==> src/rtl/gpio_bank_pkg.sv <==
package gpio_bank_pkg;

    localparam int unsigned SET_WIDTH   = 32;
    localparam int unsigned BANK_BASE   = 32'h10;
    localparam int unsigned BANK_STRIDE = 32'h28;
    localparam int unsigned MAPPED_WORDS = 5;
    localparam int unsigned SYNC_STAGES = 2;

    typedef enum logic [2:0] {
        RK_DIR  = 3'd0,
        RK_OUT  = 3'd1,
        RK_SET  = 3'd2,
        RK_CLR  = 3'd3,
        RK_IN   = 3'd4,
        RK_NONE = 3'd7
    } reg_kind_e;

    typedef struct packed {
        logic [SET_WIDTH-1:0] dir;
        logic [SET_WIDTH-1:0] dout;
        logic [SET_WIDTH-1:0] din;
    } bank_view_t;

    function automatic logic [31:0] word_addr(input int unsigned set_i,
                                              input int unsigned word_i);
        return 32'(BANK_BASE + BANK_STRIDE * set_i + 4 * word_i);
    endfunction

    function automatic logic [SET_WIDTH-1:0] next_latch(input reg_kind_e kind,
                                                        input logic [SET_WIDTH-1:0] cur,
                                                        input logic [SET_WIDTH-1:0] wd);
        case (kind)
            RK_OUT:  return wd;
            RK_SET:  return cur | wd;
            RK_CLR:  return cur & ~wd;
            default: return cur;
        endcase
    endfunction

    function automatic logic [SET_WIDTH-1:0] view_word(input reg_kind_e kind,
                                                       input bank_view_t v);
        case (kind)
            RK_DIR:                 return v.dir;
            RK_OUT, RK_SET, RK_CLR: return v.dout;
            RK_IN:                  return v.din;
            default:                return '0;
        endcase
    endfunction

endpackage

==> src/rtl/gpio_in_sync.sv <==
module gpio_in_sync #(
    parameter int unsigned WIDTH  = 32,
    parameter int unsigned STAGES = 2
) (
    input  logic             clk,
    input  logic             rst,
    input  logic [WIDTH-1:0] d,
    output logic [WIDTH-1:0] q
);

    logic [WIDTH-1:0] stage_q [STAGES];

    for (genvar g = 0; g < STAGES; g++) begin : g_stage
        if (g == 0) begin : g_first
            always_ff @(posedge clk) begin
                if (rst) stage_q[g] <= '0;
                else     stage_q[g] <= d;
            end
        end else begin : g_next
            always_ff @(posedge clk) begin
                if (rst) stage_q[g] <= '0;
                else     stage_q[g] <= stage_q[g-1];
            end
        end
    end

    assign q = stage_q[STAGES-1];

    if (STAGES == 2) begin : g_lat_chk

        sync_latency_chk: assert property (@(posedge clk) disable iff (rst)
            (!$past(rst) && !$past(rst, 2)) |-> (q == $past(d, 2)));
    end

endmodule

==> src/rtl/gpio_addr_decode.sv <==
module gpio_addr_decode
    import gpio_bank_pkg::*;
#(
    parameter int unsigned NUM_SETS = 2,
    parameter int unsigned ADDR_W   = 8,
    localparam int unsigned SET_W   = (NUM_SETS > 1) ? $clog2(NUM_SETS) : 1
) (
    input  logic [ADDR_W-1:0] addr,
    output logic              hit,
    output logic [SET_W-1:0]  set_idx,
    output reg_kind_e         kind
);

    always_comb begin
        hit     = 1'b0;
        set_idx = '0;
        kind    = RK_NONE;
        for (int s = 0; s < NUM_SETS; s++) begin
            for (int w = 0; w < MAPPED_WORDS; w++) begin
                if (32'(addr) == word_addr(s, w)) begin
                    hit     = 1'b1;
                    set_idx = SET_W'(s);
                    kind    = reg_kind_e'(3'(w));
                end
            end
        end
    end

endmodule

==> src/rtl/gpio_data_bank.sv <==
module gpio_data_bank
    import gpio_bank_pkg::*;
(
    input  logic                 clk,
    input  logic                 rst,
    input  logic                 wr_en,
    input  reg_kind_e            wr_kind,
    input  logic [SET_WIDTH-1:0] wdata,
    input  logic [SET_WIDTH-1:0] pad_in,
    output bank_view_t           view
);

    logic [SET_WIDTH-1:0] dir_q;
    logic [SET_WIDTH-1:0] out_q;
    logic [SET_WIDTH-1:0] in_sync;

    always_ff @(posedge clk) begin
        if (rst) begin
            dir_q <= '1;
            out_q <= '0;
        end else if (wr_en) begin
            if (wr_kind == RK_DIR) dir_q <= wdata;
            out_q <= next_latch(wr_kind, out_q, wdata);
        end
    end

    gpio_in_sync #(
        .WIDTH  (SET_WIDTH),
        .STAGES (SYNC_STAGES)
    ) u_sync (
        .clk (clk),
        .rst (rst),
        .d   (pad_in),
        .q   (in_sync)
    );

    assign view = '{dir: dir_q, dout: out_q, din: in_sync};


    set_view_chk: assert property (@(posedge clk) disable iff (rst)
        (wr_en && wr_kind == RK_SET) |=> (out_q == ($past(out_q) | $past(wdata))));


    clr_view_chk: assert property (@(posedge clk) disable iff (rst)
        (wr_en && wr_kind == RK_CLR) |=> (out_q == ($past(out_q) & ~$past(wdata))));


    out_write_chk: assert property (@(posedge clk) disable iff (rst)
        (wr_en && wr_kind == RK_OUT) |=> (out_q == $past(wdata)));


    in_write_ignored_chk: assert property (@(posedge clk) disable iff (rst)
        (wr_en && wr_kind == RK_IN) |=> ($stable(out_q) && $stable(dir_q)));

endmodule

==> src/rtl/gpio_bank_regs.sv <==
module gpio_bank_regs
    import gpio_bank_pkg::*;
#(
    parameter int unsigned NUM_SETS = 2,
    parameter int unsigned ADDR_W   = 8,
    localparam int unsigned NPINS   = NUM_SETS * SET_WIDTH,
    localparam int unsigned SET_W   = (NUM_SETS > 1) ? $clog2(NUM_SETS) : 1
) (
    input  logic              clk,
    input  logic              rst,
    input  logic              bus_sel,
    input  logic              bus_we,
    input  logic [ADDR_W-1:0] bus_addr,
    input  logic [31:0]       bus_wdata,
    output logic [31:0]       bus_rdata,
    input  logic [NPINS-1:0]  pad_in,
    output logic [NPINS-1:0]  pad_oe,
    output logic [NPINS-1:0]  pad_out
);

    logic       dec_hit;
    logic [SET_W-1:0] dec_set;
    reg_kind_e  dec_kind;
    bank_view_t views [NUM_SETS];
    logic [31:0] rd_val;

    gpio_addr_decode #(
        .NUM_SETS (NUM_SETS),
        .ADDR_W   (ADDR_W)
    ) u_dec (
        .addr    (bus_addr),
        .hit     (dec_hit),
        .set_idx (dec_set),
        .kind    (dec_kind)
    );

    for (genvar s = 0; s < NUM_SETS; s++) begin : g_bank
        logic bank_wr;
        assign bank_wr = bus_sel && bus_we && dec_hit && (dec_set == SET_W'(s));

        gpio_data_bank u_bank (
            .clk     (clk),
            .rst     (rst),
            .wr_en   (bank_wr),
            .wr_kind (dec_kind),
            .wdata   (bus_wdata),
            .pad_in  (pad_in[s*SET_WIDTH +: SET_WIDTH]),
            .view    (views[s])
        );

        assign pad_oe[s*SET_WIDTH +: SET_WIDTH]  = ~views[s].dir;
        assign pad_out[s*SET_WIDTH +: SET_WIDTH] = views[s].dout;
    end

    always_comb begin
        rd_val = '0;
        for (int s = 0; s < NUM_SETS; s++) begin
            if (dec_hit && dec_set == SET_W'(s)) rd_val = view_word(dec_kind, views[s]);
        end
        bus_rdata = (bus_sel && !bus_we) ? rd_val : '0;
    end


    reset_state_chk: assert property (@(posedge clk) disable iff (rst)
        $past(rst) |-> (pad_oe == '0 && pad_out == '0));


    unmapped_write_chk: assert property (@(posedge clk) disable iff (rst)
        (bus_sel && bus_we && !dec_hit) |=> ($stable(pad_oe) && $stable(pad_out)));


    unmapped_read_chk: assert property (@(posedge clk) disable iff (rst)
        (bus_sel && !bus_we && !dec_hit) |-> (bus_rdata == '0));


    idle_rdata_chk: assert property (@(posedge clk) disable iff (rst)
        (!bus_sel || bus_we) |-> (bus_rdata == '0));

endmodule

==> config.mk <==
export PLATFORM = sky130hd
export DESIGN_NAME = gpio_bank_regs
export DESIGN_NICKNAME = d
export VERILOG_FILES = /design/src/rtl/gpio_bank_pkg.sv /design/src/rtl/gpio_in_sync.sv /design/src/rtl/gpio_addr_decode.sv /design/src/rtl/gpio_data_bank.sv /design/src/rtl/gpio_bank_regs.sv
export SDC_FILE = /design/constraint.sdc
export NUM_CORES = 1
export LEC_CHECK = 0
export ABC_AREA = 0
export ABC_CLOCK_PERIOD_IN_PS = 3000
export BUFFER_PORTS_ARGS = -buffer_cell sky130_fd_sc_hd__buf_2
export CAP_MARGIN = 20
export CORE_MARGIN = 4
export CORE_UTILIZATION = 54
export CTS_CLUSTER_SIZE = 12
export DETAILED_ROUTE_END_ITERATION = 10
export PLACE_DENSITY = 0.77
export SYNTH_ARGS = -nofsm -noshare
export SYNTH_HDL_FRONTEND = slang
export SYNTH_HIERARCHICAL = 1
export SYNTH_SLANG_ARGS = --single-unit
==> constraint.sdc <==
create_clock -name clk -period 3 [get_ports clk]
set_input_delay 0.45 -clock clk [delete_from_list [all_inputs] [get_ports clk]]
set_output_delay 0.45 -clock clk [all_outputs]
set_load 0.005 [all_outputs]
# --- Word-level counts from Yosys, hierarchy flattened ---
# Memories as Yosys holds them, arrays and structs flattened.
# Cells that the tools add are included.
totals:
  register_bits: 128
  latchBits: 0
  mem_bits_rw: 128
  romBits: 0
  in_bits: 108
  out_inout_bits: 160
  word_cells: 86
  memories: 2
memory_table:
  columns: ["memory", "words", "width", "rd", "rd_clocked_by_memory_dff", "wr", "line", "source"]
  rows:
  - ["g_bank[0].u_bank.u_sync.stage_q", 2, 32, 2, 0, 2, "gpio_in_sync.sv:11", "logic [WIDTH-1:0] stage_q [STAGES];"]
  - ["g_bank[1].u_bank.u_sync.stage_q", 2, 32, 2, 0, 2, "gpio_in_sync.sv:11", null]
classes:
  addsub: 0
  n_mul: 0
  div: 0
  n_lt_le_gt_ge: 0
  n_eq_ne: 14
  shifts: 0
  muxes: 39
  bitwise: 12
  reduce_logical: 15
ops:
  columns: ["cell", "count"]
  rows:
  - ["$pmux W32 S3", 4]
  - ["$mux W32", 7]
  - ["$not A32 Y32", 3]
  - ["$and A32 B32 Y32", 2]
  - ["$or A32 B32 Y32", 2]
  - ["$eq A8 B5 Y1 const B", 4]
  - ["$mux W3", 10]
  - ["$eq A8 B6 Y1 const B", 3]
  - ["$eq A8 B7 Y1 const B", 3]
  - ["$mux W1", 18]
  - ["$reduce_and A2 Y1", 4]
  - ["$logic_and A1 B1 Y1", 7]
  - ["$eq A3 B2 Y1 const B", 2]
  - ["$or A1 B1 Y1", 4]
  - ["$eq A3 B1 Y1 const B", 1]
  - ["$eq A3 B3 Y1 const B", 1]
  - ["$logic_not A3 Y1", 1]
  - ["$reduce_bool A3 Y1", 1]
  - ["$reduce_or A3 Y1", 1]
  - ["$logic_not A1 Y1", 1]
  - ["$not A1 Y1", 1]

# --- Longest topological paths before layout ---
# Gate-level depths: netlist of the first run.
depth:
  word_depth: 17
  depth_mapped: 13
  mapped_depth_nobuf: 9

# --- Modules after synthesis ---
# Netlist of the first run, hierarchy kept.
modules_own_cells:
  columns: ["mod", "n_inst", "cells_each", "area_per_inst_um2", "seq_area_each_um2"]
  rows:
  - ["gpio_data_bank", 2, 300, 2825.2, 1281.2]
  - ["gpio_in_sync", 2, 135, 1918.1, 1281.2]
  - ["gpio_bank_regs", 1, 331, 1983.2, 0.0]
  - ["gpio_addr_decode", 1, 24, 172.7, 0.0]

# --- Worst setup path after synthesis of the first run ---
# OpenSTA, ideal clock, no wires.
synth_timing:
  kind: "input to output"
  start: "in bus_addr[3]"
  end: "out bus_rdata[12]"
  arrival_time_ns: 2.440
  t_required_ns: 2.550
  path_slack_ns: 0.110
  stages: 10
  n_path_buf: 3
  cell_sequence: "buf_6 -> nor2b_4 -> xnor2_1 -> o21ai_1 -> nand3b_1 -> or2_1 -> buf_2 -> a211o_1 -> buf_4 -> nor3_2"
synth_between:
  elab_chain_cells: 17
  elab_cells_between_ends: 49
  classes_between: "eq/ne: 14; mux: 30; bitwise: 1; reduce/logical: 4"
synth_lines:
  columns: ["element", "line", "source"]
  rows:
  - ["from (decl)", "gpio_bank_regs.sv:13", "input logic [ADDR_W-1:0] bus_addr,"]
  - ["$eq A8 B5 Y1", "gpio_addr_decode.sv:20", "if (32'(addr) == word_addr(s, w)) begin"]
  - ["$mux W3 (9 in series)", "gpio_addr_decode.sv:20", null]
  - ["$mux W3 *", "gpio_addr_decode.sv:20", null]
  - ["net dec_kind[0]", "gpio_bank_regs.sv:23", "reg_kind_e dec_kind;"]
  - ["$eq A3 B1 Y1 or $eq A3 B2 Y1 (tied branches)", "gpio_bank_pkg.sv:42", "case (kind)"]
  - ["$reduce_or A3 Y1", "gpio_bank_pkg.sv:42", null]
  - ["$pmux W32 S3", "gpio_bank_pkg.sv:42", null]
  - ["$mux W32", "gpio_bank_regs.sv:58", "if (dec_hit && dec_set == SET_W'(s)) rd_val = view_word(dec_kind, views[s]);"]
  - ["$mux W32 *", "gpio_bank_regs.sv:58", null]
  - ["$mux W32 *", "gpio_bank_regs.sv:60", "bus_rdata = (bus_sel && !bus_we) ? rd_val : '0;"]
  - ["to (decl)", "gpio_bank_regs.sv:15", "output logic [31:0] bus_rdata,"]
# The timed path passes the listed nets; every way through them passes the cells marked *.

# --- Worst setup path in the final report of the first run ---
layout_timing:
  start: "in bus_addr[2]"
  end: "out bus_rdata[8]"
# The elaborated chain is that of the path after synthesis.

==> flow_summary.ini, run 1 <==
[floorplan]
die_x_um = 155
design.core.area_mm2 = 0.0211
initial_core_util_pct = 55.2
rows = 53
die_area_mm2 = 0.0240
die_y_um = 155
ioPinCount = 268

[final_layout]
final_common_cell = buf_2
drive_gt1_share_pct = 39.4
layout_common_cells = 262 x buf_2, 256 x dfxtp_1, 120 x nor2b_2, 85 x a21oi_1
fin_util_pct = 69.8
nets = 1593
area_delta_synth_final_pct = 26.5

[global_route]
track_usage_pct = 29.8
grt_overflow = 0
grt_pass1_wl_mm = 57.4
first_global_vias = 10000
antenna_found_initial = 0
grt_max_degree = 88

[timing]
max_freq_mhz = 332
fin_crit_sh_pct = 100
finClkSkew_ps = 13.5
tightest_slew_ps = 780
fin_crit_ps = 3010
setup_viol = 1
hold_violations = 0
maxSlewHeadroom_pct = 48.0
drv_slew = 0
hold_ws_ps = 119
finalWorstSetupSlack_ps = -14.2
rsz0062_at_grt = yes

[pwr]
power_density_mw_per_mm2 = 483
ir_drop_v = 0.000391
total_power_uw = 7110
p_leak_uw = 0.00616

[logic_synthesis]
syn_area_mm2 = 0.0116
synth_cells = 1225
syn_nets = 1333
syn_area_per_cell_um2 = 9.50
synth_compound_area_share_pct = 21.2
synth-adder-area-share_pct = 0
netlist-cell-type-count = 47
synth-xor-area-share_pct = 0.150
synth-seq-cells = 256
synth_ff_type = dfxtp_1
yosys_warnings = 6
synth-simple-area-share_pct = 25.7
synth_mux_area_share_pct = 0.860
yosysSeqAreaShare_pct = 44.0
synth_top_family_by_area = simple AND/OR/NAND/NOR gates
synth-edff-count = 0
async_reset_ff_share_pct = 0

[setup_path]
end_kind = primary output
crit_path_start_kind = primary input
r2r_slack_ps = 2120
timing_worst_setup_path_type = primary input to primary output
critPathRequiredTime_ps = 2550
crit_fanout = 7
arrival_ps = 2560

[clock_tree]
clk_latency_ps = 530
numCtsBuffers = 27
hold_buffers = 0
clockBufferDepth = 3
cts_sinks = 256
cts_tree = yes
cts_max_level = 1
clockRootBuffer = clkbuf_16
clk_pin_slew_worst_paths_ps = 60

[routing]
routedWlPerCell_um = 21.5
antenna_left = 0
vias = 10700
drc = 0
first_iter_violations = 1218
drt_pass1_iterations = 6
wirelength_mm = 38.1
post_drt_via_cell_ratio = 6.04

[outcome]
failed_checks = negative setup slack
run_status = finished with violations

[flow_run]
drv_cap = 0

[placed_design]
gp_congestion = 0.940
dp_hpwl_mm = 26.2
port_buffers = 267

[hold_path]
hold_class = primary input to flop
where the power goes:
group | internal [µW] | switching (µW)
sequential | 3480 | 29.1
combinational | 181 | 238
clock | 1880 | 1300
path summary, 6_finish.rpt:
check	end	cells past startpoint	from
setup / recovery	bus_rdata[8]	10	bus_addr[2]
hold / removal	g_bank[1].u_bank/u_sync/stage_q[0][9]	2	pad_in[41]
setup reg to reg	g_bank[0].u_bank/dir_q[10]	2	g_bank[0].u_bank/dir_q[10]
hold reg to reg	g_bank[1].u_bank/u_sync/stage_q[1][25]	1	g_bank[1].u_bank/u_sync/stage_q[0][25]
metrics by stage:
| step | instance area, µm² | setup TNS (ps) | setup WS [ps] | instances |
|---|---|---|---|---|
| after floorplan | 11600 | 0 | 110 | 1225 |
| after global placement | 13400 | -3070 | -200 | 1718 |
| after detailed placement | 13400 | -4530 | -251 | 1718 |
| after CTS | 14400 | 0 | 0.573 | 1761 |
| after global routing | 14700 | -132 | -54.8 | 1773 |
| final | 14700 | -14.2 | -14.2 | 1774 |
cell families (layout without fill, tap and decap cells):
logic type                count (synthesis)  in the layout
AOI/OAI and AO/OA                       342            342
muxes                                    10             10
and+or+nand+nor                         421            421
buffers and inverters                   194            467
other                                     0              1
xor gates and xnor gates                  2              2
DFF                                     256            256
Yosys cell counts (3+ instances only):
cell / instances / share of area, %
a211o_1: 65 / 4.9
a211oi_1: 5 / 0.32
a211oi_2: 17 / 1.8
a21oi_1: 89 / 3.8
a221oi_1: 35 / 2.6
a22oi_1: 3 / 0.19
a311oi_2: 3 / 0.39
a31oi_1: 7 / 0.38
buf_1: 4 / 0.13
buf_2: 18 / 0.77
buf_4: 13 / 0.84
buf_6: 12 / 1.2
buf_8: 4 / 0.52
clkbuf_1: 76 / 2.5
dfxtp_1: 256 / 44
inv_1: 67 / 2.2
mux2i_1: 10 / 0.86
nand2_1: 47 / 1.5
nand3b_1: 3 / 0.19
nand4_1: 64 / 3.4
nor2_1: 9 / 0.29
nor2b_1: 72 / 3.9
nor2b_2: 120 / 9.0
nor3_1: 10 / 0.43
nor3b_1: 70 / 4.5
nor3b_2: 9 / 0.97
nor4b_4: 3 / 0.61
o21ai_0: 40 / 1.7
o22ai_1: 6 / 0.32
o31ai_1: 64 / 4.1
sequential cells by signal (all words and copies together), names as in the netlist:
signal / count
g_bank.u_bank/dir_q: 64
g_bank.u_bank/out_q: 64
g_bank.u_bank/u_sync/stage_q: 128
area by class of cell:
| type | count | area (µm²) |
|---|---|---|
| fillers | 1646 | 6360 |
| multi-input cells | 775 | 5870 |
| repair buffers | 358 | 2290 |
| clock buffers | 36 | 779 |
| inverters | 67 | 251 |
| diodes | 1 | 2.50 |
| well taps | 275 | 344 |
| clock inverters | 6 | 58.8 |
| flip-flops and latches | 256 | 5120 |
routing by layer:
metal	GRT usage, %	vias to the layer above	wire, µm
li1	-	4877	-
met1	41.7	5101	15700
met2	47.7	657	17500
met3	4.53	79	3850
met4	9.34	0	1070
met5	0	-	0
what timing repair did:
action / 4_1_cts / 5_1_grt
pin swaps: 4 / 6
cloned: 0 / 1
setup buffers: 1 / 11
resized for setup: 13 / 53
setup endpoints to repair: 32 / 32
critical path: stages:
cell and delay, ps:
buf_8 100, nor4b_4 310, a21oi_2 80, o32ai_4 100, nand2_2 130, or2_4 340, a211o_4 410, buf_12 170
a311oi_4 290, buf_2 170
Note: power is estimated with default switching activity, not from simulation.
==> inputs of run 2 (changes only) <==
ABC_CLOCK_PERIOD_IN_PS = 2700   (was 3000)
CORE_MARGIN = 3   (was 4)
CORE_UTILIZATION = 49   (was 54)
CTS_CLUSTER_DIAMETER = 100   (was unset)
PLACE_DENSITY = 0.73   (was 0.77)
clock period = 2.7 ns   (was 3 ns; I/O delays follow)
==> run 2 against run 1 <==
  * Die area up 7.0%
  * First-iteration DRC count up 0.57%
  * Clock-buffer cell count down 11
  * The run still ends with negative setup slack left
  * Worst hold slack worse by 46 ps
  * Critical endpoint is now bus_rdata[21]
  * Sequential share of layout area down 1.8 points
  * Setup slack worse by 230 ps
  * Critical path depth up 3
  * Flip-flop and latch count unchanged
  * Non-clock buffer count up 37
  * Wire length up 9.4%
==> flow_summary.ini, run 2 (synthesized netlist as in run 1, its figures left out) <==
[setup_path]
r2r_end = g_bank[1].u_bank/dir_q[23]
end_kind = primary output
crit_fanout = 8
cp_num_cells = 13
crit_path_start_kind = primary input
r2r_slack_ps = 1800
timing_worst_setup_path_type = primary input to primary output
cpMostUsedCell = buf_6
arrival_ps = 2540
worstReg2RegStart = g_bank[1].u_bank/dir_q[23]
critPathRequiredTime_ps = 2300
startpoint = bus_addr[5]
cp_num_buf_inv = 5
r2r_cells = 2
cpPeakStageDelay_ps = 320
path_delay_family = simple AND/OR/NAND/NOR gates
crit_chain = buf_6, nor2b_4, xnor2_2, o21ai_2, nand3b_1, or2_4, buf_12, buf_4, buf_6, nor3_2, a221oi_2, a211oi_2, buf_2
cp-endpoint = bus_rdata[21]
cpMaxStageDelayCell = or2_4

[timing]
fin_setup_tns_ps = -5270
hold_ws_ps = 73.3
fin_crit_ps = 2940
finalWorstSetupSlack_ps = -243
setup_viol = 32
fin_crit_sh_pct = 109
tightest_slew_ps = 914
finClkSkew_ps = 14.5
maxSlewHeadroom_pct = 38.9
max_freq_mhz = 340
hold_violations = 0
rsz0062_at_grt = yes
drv_slew = 0

[clock_tree]
clockRootBuffer = clkbuf_16
clk_pin_slew_worst_paths_ps = 60
numCtsBuffers = 25
cts_tree = yes
cts_sinks = 256
hold_buffers = 0
clockBufferDepth = 3
clk_latency_ps = 540
cts_max_level = 1

[pwr]
ir_drop_v = 0.000414
pwr-share-clk_pct = 41.0
switching_share_pct = 23.2
power_frac_seq_pct = 52.4
power_density_mw_per_mm2 = 480
power_switching_uw = 1730
p_leak_uw = 0.00643
p_int_uw = 5710
combPwrFrac_pct = 6.6
total_power_uw = 7440

[floorplan]
die_y_um = 160
ioPinCount = 268
design.core.area_mm2 = 0.0230
rows = 55
die_x_um = 160
initial_core_util_pct = 50.7
die_area_mm2 = 0.0256

[placed_design]
port_buffers = 267
gp_congestion = 0.909
dp_hpwl_mm = 27.6
pre_cts_ws_ps = -327
dp.cells = 1776

[global_route]
grt_overflow = 0
grt_pass1_wl_mm = 61.7
first_global_vias = 10400
grt_max_degree = 70
antenna_found_initial = 2
track_usage_pct = 30.0

[routing]
routedWlPerCell_um = 22.7
wirelength_mm = 41.7
vias = 11100
antenna_left = 0
drc = 0
drt_pass1_iterations = 5
first_iter_violations = 1225
post_drt_via_cell_ratio = 6.02

[flow_run]
drv_cap = 0

[final_layout]
nets = 1629
final_cells = 1836
area_delta_synth_final_pct = 33.3
layout_common_cells = 262 x buf_2, 256 x dfxtp_1, 120 x nor2b_2, 82 x a21oi_1, 82 x buf_4
seqCellArea_mm2 = 0.00512
final_common_cell = buf_2
drive_gt1_share_pct = 42.7
multi_input_area_mm2 = 0.00626
reg.largest.list = g_bank.u_bank/u_sync/stage_q x128, g_bank.u_bank/dir_q x64, g_bank.u_bank/out_q x64
largest_reg_flops = 128
n_fill_cell = 1835
regMostFlops = g_bank.u_bank/u_sync/stage_q

[hold_path]
hold_class = primary input to flop

[outcome]
failed_checks = negative setup slack
run_status = finished with violations
[run 2: cell count changes in the layout (fill, tap and decap cells not counted), moves of 9 or more]
cell / before / now
a221oi_1: 29 / 9
a221oi_2: 5 / 15
a221oi_4: 2 / 12
buf_4: 68 / 82
nor3_4: 0 / 9
[run 2: metrics by stage]
stage	cell area [µm²]	util (%)
5_1_grt	15500	67.5
6_report	15500	67.5
4_1_cts	15000	65.3
3_5_place_dp	13700	59.8
3_3_place_gp	13700	59.8
2_1_floorplan	11700	-
[run 2: how the worst min path moves through the flow]
stage                                            from                                      to  slack, ps  cells after the start
5_1_grt                                    pad_in[38]   g_bank[1].u_bank/u_sync/stage_q[0][6]         70                      2
4_1_cts                                    pad_in[41]   g_bank[1].u_bank/u_sync/stage_q[0][9]         70                      2
3_3_place_gp   g_bank[1].u_bank/u_sync/stage_q[0][17]  g_bank[1].u_bank/u_sync/stage_q[1][17]        420                      1
2_1_floorplan  g_bank[0].u_bank/u_sync/stage_q[0][29]  g_bank[0].u_bank/u_sync/stage_q[1][29]        410                      1
6_report                                   pad_in[41]   g_bank[1].u_bank/u_sync/stage_q[0][9]         70                      2
3_5_place_dp   g_bank[0].u_bank/u_sync/stage_q[0][13]  g_bank[0].u_bank/u_sync/stage_q[1][13]        420                      1
[run 2: what timing repair did]
action / in CTS / in global routing
gates resized for setup: 82 / 46
pin swaps: 26 / 27
setup buffers: 9 / 14
setup endpoints to repair: 32 / 32
gates cloned: 4 / 7
[run 2: cell type report]
| cell class | count | share of cell area [%] |
|---|---|---|
| Antenna cell | 2 | 0.0322 |
| Clock buffer | 25 | 4.03 |
| Clock inverter | 2 | 0.113 |
| Inverter | 67 | 1.62 |
| Multi-Input combinational cell | 776 | 40.3 |
| Sequential cell | 256 | 33.0 |
| Tap cell | 313 | 2.52 |
| Timing Repair Buffer | 395 | 18.3 |
[run 2: layer usage]
layer / global-route usage [%] / part of all wire [%] / vias to the layer above
met5: 0 / 0 / -
met4: 9.35 / 3.2 / 0
met3: 6.80 / 11 / 107
met2: 46.7 / 45 / 684
met1: 41.6 / 40 / 5310
li1: - / - / 4957
[run 2: power groups by stage]
| stage | sequential [µW] | combinational (µW) | clock [µW] |
|---|---|---|---|
| after floorplan | 3960 | 249 | 0 |
| after detailed placement | 3980 | 440 | 0 |
| final | 3900 | 491 | 3050 |
| after global routing | 3900 | 523 | 3220 |
| after CTS | 3900 | 466 | 3060 |
| after global placement | 3980 | 434 | 0 |
==> inputs of run 3 (changes only) <==
==> constraint.sdc (replaced) <==
create_clock -name clk -period 2.7 [get_ports clk]
set_input_delay 0.405 -clock clk [delete_from_list [all_inputs] [get_ports clk]]
set_output_delay 0.405 -clock clk [all_outputs]
set_load 0.02 [all_outputs]
==> run 3 against run 2 <==
  * The flow still finishes with violations (negative setup slack)
  * Setup slack improved by 75 ps
  * Worst hold slack better by 19 ps
  * Wire length is 5.0% lower
  * Utilization grew 0.49 points
  * Final cell count is 1.3% higher
  * Combinational power rose by 1%
  * Via count fell by 1.5%
==> flow_summary.ini, run 3 (synthesized netlist as in run 1, its figures left out) <==
[global_route]
antenna_found_initial = 2
grt_pass1_wl_mm = 60.7
first_global_vias = 10700
grt_max_degree = 94
grt_overflow = 0
track_usage_pct = 29.2

[setup_path]
r2r_cells = 2
crit_path_start_kind = primary input
path_delay_family = simple AND/OR/NAND/NOR gates
worstReg2RegStart = g_bank[0].u_bank/dir_q[30]
cpMaxStageDelayCell = a211o_4
r2r_end = g_bank[0].u_bank/dir_q[30]
arrival_ps = 2460
r2r_slack_ps = 1800
timing_worst_setup_path_type = primary input to primary output
end_kind = primary output
critPathRequiredTime_ps = 2300
cpPeakStageDelay_ps = 410
cpMostUsedCell = buf_4
crit_chain = buf_4, nor2_2, nand2_2, buf_4, o21ai_1, nand3b_1, or2_4, a211o_4, buf_12, nor3b_4, buf_6
cp_num_buf_inv = 4
crit_fanout = 12

[routing]
routedWlPerCell_um = 21.3
post_drt_via_cell_ratio = 5.86
drt_pass1_iterations = 6
first_iter_violations = 1286
antenna_left = 0
vias = 10900
drc = 0
wirelength_mm = 39.6

[pwr]
total_power_uw = 7380
switching_share_pct = 22.6
power_frac_seq_pct = 52.8
power_density_mw_per_mm2 = 472
ir_drop_v = 0.000439
p_int_uw = 5710
power_switching_uw = 1670
combPwrFrac_pct = 6.8
pwr-share-clk_pct = 40.5
p_leak_uw = 0.00651

[outcome]
run_status = finished with violations
failed_checks = negative setup slack

[final_layout]
layout_common_cells = 256 x dfxtp_1, 231 x buf_2, 121 x buf_4, 121 x nor2b_2, 85 x a21oi_1
fin_util_pct = 68.0
area_delta_synth_final_pct = 34.3
reg.largest.list = g_bank.u_bank/u_sync/stage_q x128, g_bank.u_bank/dir_q x64, g_bank.u_bank/out_q x64
nets = 1655
antenna_cells = 0
final_common_cell = dfxtp_1
drive_gt1_share_pct = 42.7
regMostFlops = g_bank.u_bank/u_sync/stage_q
largest_reg_flops = 128

[clock_tree]
clk_pin_slew_worst_paths_ps = 60
hold_buffers = 0
cts_sinks = 256
cts_tree = yes
numCtsBuffers = 25
clockRootBuffer = clkbuf_16
clk_latency_ps = 520
cts_max_level = 1
clockBufferDepth = 3

[floorplan]
initial_core_util_pct = 50.7
die_area_mm2 = 0.0256
ioPinCount = 268
die_y_um = 160
design.core.area_mm2 = 0.0230
rows = 55
die_x_um = 160

[timing]
setup_viol = 32
drv_slew = 0
maxSlewHeadroom_pct = 50.5
max_freq_mhz = 349
tightest_slew_ps = 742
hold_violations = 0
finalWorstSetupSlack_ps = -168
fin_crit_ps = 2870
rsz0062_at_grt = yes
finClkSkew_ps = 7.34
fin_crit_sh_pct = 106

[placed_design]
port_buffers = 267
gp_congestion = 0.930
dp_hpwl_mm = 27.3

[hold_path]
min_path_cells = 2
hold_start = pad_in[27]
hold_class = primary input to flop
hold_end = g_bank[0].u_bank/u_sync/stage_q[0][27]

[flow_run]
drv_cap = 0
-- run 3: cell count changes in the layout (fill, tap and decap cells not counted), moves of 6 or more --
cell      change
a211oi_2     -15
a221oi_2      +9
nor3b_4       +6
nor3_4        -8
nor3_1        +6
buf_2        -31
buf_4        +39
o21ai_0      -11
a221oi_4     -11
a211oi_4     +15
buf_6        +28
o21ai_1      +12
-- run 3: final cells by class --
class | count | area (µm²)
clock buffer | 25 | 626
fill | 1848 | 7350
inverter | 67 | 251
clock inverter | 1 | 8.76
multi-input combinational | 775 | 6140
timing repair buffer | 422 | 3090
sequential | 256 | 5120
tap | 313 | 392
-- run 3: power groups by stage --
stage	registers, µW	logic [µW]	clock network, µW
after global placement	3980	454	0
after CTS	3890	483	3040
final	3900	498	2990
after global routing	3900	530	3190
after detailed placement	3980	459	0
after floorplan	3960	255	0
-- run 3: what timing repair did --
action,4_1_cts,5_1_grt
buffers inserted,2,7
endpoints found under the setup margin,32,32
pin swaps,10,8
cloned,2,0
resized for setup,112,39
-- run 3: worst max-delay path by stage --
stage | startpoint | end | slack [ps] | cells past startpoint
6_report | bus_addr[5] | bus_rdata[28] | -170 | 11
5_1_grt | bus_addr[5] | bus_rdata[18] | -260 | 13
4_1_cts | bus_addr[4] | bus_rdata[14] | -100 | 10
3_5_place_dp | bus_addr[4] | bus_rdata[20] | -310 | 12
3_3_place_gp | bus_addr[4] | bus_rdata[20] | -370 | 12
2_1_floorplan | bus_addr[1] | g_bank[0].u_bank/dir_q[0] | -250 | 9
-- run 3: worst register-to-register path, cell delays in order (launching register included) --
cell,delay [ps]
dfxtp_1,370
nor2b_1,150
a211o_1,270
-- run 3: metal layers --
| metal | vias to the layer above | wire [µm] | GRT usage, % |
|---|---|---|---|
| met5 | - | 27 | 0 |
| met4 | 4 | 1310 | 8.80 |
| met3 | 103 | 3920 | 5.40 |
| met2 | 616 | 17900 | 46.6 |
| met1 | 5182 | 16400 | 40.6 |
| li1 | 4983 | - | - |
-- run 3: per-stage QoR --
| step | cell area [µm²] | hold WS [ps] | setup TNS (ps) | instances | setup slack, ps |
|---|---|---|---|---|---|
| after floorplan | 11900 | 414 | -16800 | 1225 | -250 |
| after global placement | 14300 | 419 | -7590 | 1822 | -373 |
| after detailed placement | 14300 | 420 | -8330 | 1822 | -314 |
| after CTS | 15500 | 84.0 | -2080 | 1852 | -103 |
| after global routing | 15600 | 88.4 | -6820 | 1859 | -259 |
| final | 15600 | 92.2 | -3900 | 1859 | -168 |
